### src/rtl/tmr14_pkg.sv
package tmr14_pkg;
  localparam int ADDR_W = 3;
  typedef enum logic [ADDR_W-1:0] {
    A_STAT   = 3'd0,
    A_LEN_LO = 3'd4,
    A_LEN_HI = 3'd5
  } reg_addr_e;
  typedef struct packed {
    logic pulse;
    logic cont;
  } omode_t;
endpackage

### src/rtl/tmr14_core.sv
module tmr14_core
  import tmr14_pkg::*;
#(
  parameter int CNT_W = 14
) (
  input  logic             clk,
  input  logic             rst_n,
  input  logic             count_in,
  input  logic             start,
  input  logic             stop,
  input  logic [CNT_W-1:0] len,
  input  logic [1:0]       mode,
  output logic [CNT_W-1:0] cnt,
  output logic [1:0]       run_mode,
  output logic             tc,
  output logic             tmr_out
);
  localparam logic [CNT_W-1:0] MIN_LEN = CNT_W'(2);
  localparam logic [CNT_W-1:0] ONE     = CNT_W'(1);

  logic             tin_q, step, running;
  logic [CNT_W-1:0] rlen, load_val, half;
  omode_t           rmode;

  assign step     = count_in & ~tin_q;
  assign load_val = (len < MIN_LEN) ? MIN_LEN : len;
  assign half     = rlen >> 1;
  assign tc       = running && !stop && !start && step && (cnt == ONE);
  assign run_mode = rmode;

  always_ff @(posedge clk) begin
    if (!rst_n) begin
      tin_q   <= 1'b0;
      cnt     <= '0;
      rlen    <= '0;
      rmode   <= '0;
      running <= 1'b0;
    end else begin
      tin_q <= count_in;
      if (stop) begin
        running <= 1'b0;
      end else if (start) begin
        cnt     <= load_val;
        rlen    <= load_val;
        rmode   <= omode_t'(mode);
        running <= 1'b1;
      end else if (running && step) begin
        if (cnt == ONE) begin
          if (rmode.cont) cnt <= rlen;
          else begin
            cnt     <= '0;
            running <= 1'b0;
          end
        end else begin
          cnt <= cnt - ONE;
        end
      end
    end
  end

  always_comb begin
    if (!running)        tmr_out = 1'b1;
    else if (rmode.pulse) tmr_out = (cnt != ONE);
    else                 tmr_out = (cnt > half);
  end

  AST_RUN_CNT_RANGE: assert property (@(posedge clk) disable iff (!rst_n)
    running |-> (cnt != '0 && cnt <= rlen));
  AST_LOAD_MIN: assert property (@(posedge clk) disable iff (!rst_n)
    (start && !stop) |=> (running && cnt >= MIN_LEN));
  AST_SINGLE_STOPS: assert property (@(posedge clk) disable iff (!rst_n)
    (tc && !rmode.cont) |=> (!running && cnt == '0));
  AST_HOLD_NO_STEP: assert property (@(posedge clk) disable iff (!rst_n)
    (!step && !start) |=> $stable(cnt));
  AST_RELOAD_CONT: assert property (@(posedge clk) disable iff (!rst_n)
    (tc && rmode.cont) |=> (running && cnt == $past(rlen)));
endmodule

### src/rtl/tmr14_bus.sv
module tmr14_bus
  import tmr14_pkg::*;
#(
  parameter int CNT_W  = 14,
  parameter int DATA_W = 8
) (
  input  logic              clk,
  input  logic              rst_n,
  input  logic [ADDR_W-1:0] addr,
  input  logic [DATA_W-1:0] wdata,
  input  logic              rd,
  input  logic              wr,
  input  logic [DATA_W-3:0] port_flags,
  input  logic              tc,
  input  logic [CNT_W-1:0]  cnt,
  input  logic [1:0]        run_mode,
  output logic [CNT_W-1:0]  len,
  output logic [1:0]        mode,
  output logic              start,
  output logic              stop,
  output logic              flag,
  output logic [DATA_W-1:0] rdata
);
  localparam int HI_W = CNT_W - DATA_W;

  logic stat_rd;
  assign stat_rd = rd && (addr == A_STAT);
  assign start   = wr && (addr == A_STAT) && wdata[0];
  assign stop    = wr && (addr == A_STAT) && wdata[1];

  always_ff @(posedge clk) begin
    if (!rst_n) begin
      len  <= '0;
      mode <= '0;
      flag <= 1'b0;
    end else begin
      if (wr && addr == A_LEN_LO) len[DATA_W-1:0] <= wdata;
      if (wr && addr == A_LEN_HI) begin
        len[CNT_W-1:DATA_W] <= wdata[HI_W-1:0];
        mode                <= wdata[DATA_W-1:DATA_W-2];
      end
      if (tc)           flag <= 1'b1;
      else if (stat_rd) flag <= 1'b0;
    end
  end

  always_comb begin
    rdata = '0;
    if (rd) begin
      case (addr)
        A_STAT:   rdata = {1'b0, flag, port_flags};
        A_LEN_LO: rdata = cnt[DATA_W-1:0];
        A_LEN_HI: rdata = {run_mode, cnt[CNT_W-1:DATA_W]};
        default:  rdata = '0;
      endcase
    end
  end

  AST_FLAG_SET: assert property (@(posedge clk) disable iff (!rst_n)
    tc |=> flag);
  AST_FLAG_CLR: assert property (@(posedge clk) disable iff (!rst_n)
    (stat_rd && !tc) |=> !flag);
  AST_IDLE_RDATA: assert property (@(posedge clk) disable iff (!rst_n)
    !rd |-> (rdata == '0));
endmodule

### src/rtl/tmr14_top.sv
module tmr14_top
  import tmr14_pkg::*;
#(
  parameter int CNT_W  = 14,
  parameter int DATA_W = 8
) (
  input  logic              clk,
  input  logic              rst_n,
  input  logic [2:0]        bus_addr,
  input  logic [DATA_W-1:0] bus_wdata,
  input  logic              bus_rd,
  input  logic              bus_wr,
  output logic [DATA_W-1:0] bus_rdata,
  input  logic [DATA_W-3:0] port_flags,
  input  logic              count_in,
  output logic              timer_out,
  output logic              timer_irq
);
  logic [CNT_W-1:0] len, cnt;
  logic [1:0]       mode, run_mode;
  logic             start, stop, tc;

  tmr14_bus #(.CNT_W(CNT_W), .DATA_W(DATA_W)) u_bus (
    .clk(clk), .rst_n(rst_n), .addr(bus_addr), .wdata(bus_wdata),
    .rd(bus_rd), .wr(bus_wr), .port_flags(port_flags), .tc(tc),
    .cnt(cnt), .run_mode(run_mode), .len(len), .mode(mode),
    .start(start), .stop(stop), .flag(timer_irq), .rdata(bus_rdata)
  );

  tmr14_core #(.CNT_W(CNT_W)) u_core (
    .clk(clk), .rst_n(rst_n), .count_in(count_in), .start(start),
    .stop(stop), .len(len), .mode(mode), .cnt(cnt), .run_mode(run_mode),
    .tc(tc), .tmr_out(timer_out)
  );
endmodule

### config.mk
export PLATFORM = sky130hd
export DESIGN_NAME = tmr14_top
export DESIGN_NICKNAME = d
export VERILOG_FILES = /design/src/rtl/tmr14_pkg.sv /design/src/rtl/tmr14_core.sv /design/src/rtl/tmr14_bus.sv /design/src/rtl/tmr14_top.sv
export SDC_FILE = /design/constraint.sdc
export NUM_CORES = 1
export LEC_CHECK = 0
export ABC_CLOCK_PERIOD_IN_PS = 4650
export BUFFER_PORTS_ARGS = -buffer_cell sky130_fd_sc_hd__buf_4
export CAP_MARGIN = 5
export CORE_MARGIN = 10
export CORE_UTILIZATION = 45
export DETAILED_ROUTE_END_ITERATION = 7
export HOLD_SLACK_MARGIN = 0.02
export PLACE_DENSITY = 0.72
export RECOVER_POWER = 50
export REMOVE_ABC_BUFFERS = 1
export SYNTH_ARGS = -nofsm -noshare
export SYNTH_HDL_FRONTEND = slang
export SYNTH_HIERARCHICAL = 1
export SYNTH_SLANG_ARGS = --single-unit
### constraint.sdc
create_clock -name clk -period 4.65 [get_ports clk]
set_input_delay 0.6975 -clock clk [delete_from_list [all_inputs] [get_ports clk]]
set_output_delay 0.6975 -clock clk [all_outputs]
set_load 0.1 [all_outputs]
==> metrics.txt <==
Worst EP required 4.85 ns; Netlist cell types 57; worst hold path depth 2; Worst R2R Start u_core/cnt[0]$_SDFFE_PN0P_; vias in the first global route 2869; hold wc startpoint u_core/rlen[0]$_SDFFE_PN0P_; CP endpoint kind flip-flop; Reg power frac 50.5%; hold buffer count at cts 0; synth-to-layout area growth 9.057%; Comb pwr share 21.1%; initial antenna violation count 0; sequential share of the synthesized area 32.72%; final antenna-violating net count 0; Psw 0.0002850 W; Main synth FF type dfxtp_1; root buffer cell clkbuf_8; vias per cell 6.268; Final Setup Violations 0; Final Hold Viols 0; Initial DRC Count 330; final non-filler cell total 481; Switching Fraction 31.84%; critical path class input pin to flip-flop; outcome finished, final reports clean; HP Class flip-flop to flip-flop; IO buf count 31; Die W 101.6 um; first-pass GRT wire length 14550 um; fmax 267.1 MHz; top post-synthesis cells by area dfxtp_1 (33%), nand2_1 (7.1%), a21oi_1 (7.0%); Pwr Density 273.8 mW/mm^2; global route overflow 0; setup bufs post-CTS 0; Starting Density 46.68%; Tot GR Track Use 17.23%; yosys warns 6; biggest area consumer among synthesized cells dfxtp_1; largest net degree at the start of global routing 35; synthesis-stage register bit count 49; Vias 3015; Worst-Margin Slew 1.438 ns; clk buf depth 2; Core ar. 0.006422 mm^2; Period minus WS final 3.744 ns; Critical Path AT 3.95 ns; n_diodes 0; ys async rst share 0%; share of layout cells above drive strength 1 10.64%; LEAKAGE 1.237 nW; post-layout util 50.91%; Clock Power Share 28.4%; dpl cells 473; fin nets 440; Die ar. 0.01033 mm^2; synthesized instance count 384; Max FO, Critical Path 17; internal power 0.0006102 W; fin. max-slew vios 0; Reg clk slew, reported paths 0.10 ns; num ports 32; slew margin rel. 4.129%; skew final 0.007975 ns; fillcell total 649; reg2reg path depth 6; hpwl dp 6375 um; # DRC 0; Clk Latency, worst-skew pair 0.30 ns; number of flops mapped to enable cells by yosys 0; die height 101.6 um; mapped cell area 0.002998 mm^2; CTS buffer count 5; unrepaired setup endpoints after global routing false; Post-Route WL 8715 um; Mean Syn Cell Area 7.807 um^2; Post-CTS Resized 0; Final Wtd Congestion 0.9068; H-Tree Depth 2; peak supply drop 0.0001895 V; row count 29; Critical Path Source bus_addr[0]; detailed-router iteration count before antenna repair 5; Sink Count 49; Avg WL per Cell 18.12 um; Pwr Total 0.0008953 W; Max Cap Viol 0; crit start category input pin; CTS tree built; final worst path period share 80.51%; top cell type's share of synthesized area 32.72%
## routing by layer
layer | part of all wire (%) | GRT usage, %
met2 | 43 | 27.14
met1 | 45 | 22.43
met4 | 2.2 | 5.941
met3 | 9.6 | 4.152
met5 | 0 | 0
## per-stage QoR
step | worst slack [ns] | hold slack [ns] | setup TNS [ns] | area (um^2)
6_report | 0.9063 | 0.4559 | 0 | 3269
5_1_grt | 0.5655 | 0.4870 | 0 | 3269
4_1_cts | 1.385 | 0.4577 | 0 | 3322
3_5_place_dp | 1.071 | 0.4438 | 0 | 3231
3_3_place_gp | 1.189 | 0.4405 | 0 | 3231
2_1_floorplan | -0.7277 | 0.4321 | -0.7277 | 2879
## cell usage in the layout, fill, tap and decap left out, drive strengths merged, types with 9 or more instances in the layout
cell	count
a21oi	42
buf	27
clkbuf	12
dfxtp	49
ha	15
inv	18
nand2	57
nand3	26
nor2	15
nor2b	9
o21ai	36
## critical path: stages
cell       delay (ns)
clkbuf_1         0.40
nor2_1           0.35
and3_1           0.60
nand2b_1         0.56
and2_0           0.57
a2111oi_0        0.40
a21oi_1          0.08
o32ai_1          0.28
## cell usage after synthesis, types with 2 or more instances
cell,instances
nand2_1,57
nand4_1,5
a31oi_1,6
o32ai_1,2
o21ai_2,8
nor3b_1,2
a211o_1,3
clkbuf_1,9
xor2_1,3
a21oi_1,42
nand3_2,3
nor4_1,5
inv_1,18
or4_1,3
nor2b_1,9
mux2i_1,8
and3_1,4
o31ai_1,2
a22oi_1,2
buf_6,3
nand3_1,23
ha_1,15
a311oi_1,6
o21ai_0,25
nor3_1,8
a311o_1,2
a211oi_1,4
nor2_1,15
nand2b_1,2
nand4bb_1,2
dfxtp_1,49
or3_1,3
buf_2,8
o211ai_1,3
o21ai_1,3
## cells by family after synthesis
kind of cell    after synthesis  synth area share [%]
buf+inv                      41                 6.343
compound gates              118                 24.75
fa+ha+maj                    15                 6.260
xor+xnor                      4                 1.169
simple gates                149                 26.09
mux                           8                 2.671
flops                        49                 32.72
## power groups by stage
stage          clock, W  sequential, W  combinational (W)
6_report       0.000254       0.000452           0.000189
4_1_cts        0.000261       0.000451           0.000188
3_3_place_gp          0       0.000461           0.000182
3_5_place_dp          0       0.000461           0.000187
2_1_floorplan         0       0.000453           0.000128
5_1_grt        0.000275       0.000455           0.000207
## path summary, 6_finish.rpt
path	end	slack, ns
worst min register to register	u_core/rlen[0]$_SDFFE_PN0P_	0.46
worst min-delay path	u_core/rlen[0]$_SDFFE_PN0P_	0.46
worst max-delay path	u_core/cnt[13]$_SDFFE_PN0P_	0.91
worst max register to register	u_core/cnt[6]$_SDFFE_PN0P_	2.09
## registers in the layout, summed over array words and instances (netlist names)
register and flops:
u_bus/mode 2, u_core/running 1, u_bus/len 14, u_core/rlen 14
u_bus/flag 1, u_core/tin_q 1, u_core/run_mode 2, u_core/cnt 14
## final cells by class
class | instances | area (um^2) | share of cell area [%]
timing repair buffer | 34 | 229.0 | 7.003
multi-input combinational | 294 | 1800 | 55.07
inverter | 19 | 71.32 | 2.181
tap | 77 | 96.34 | 2.947
clock buffer | 5 | 68.82 | 2.105
sequential | 49 | 980.9 | 30.00
clock inverter | 3 | 22.52 | 0.6889
No activity file was read; power rests on OpenSTA's default activity.
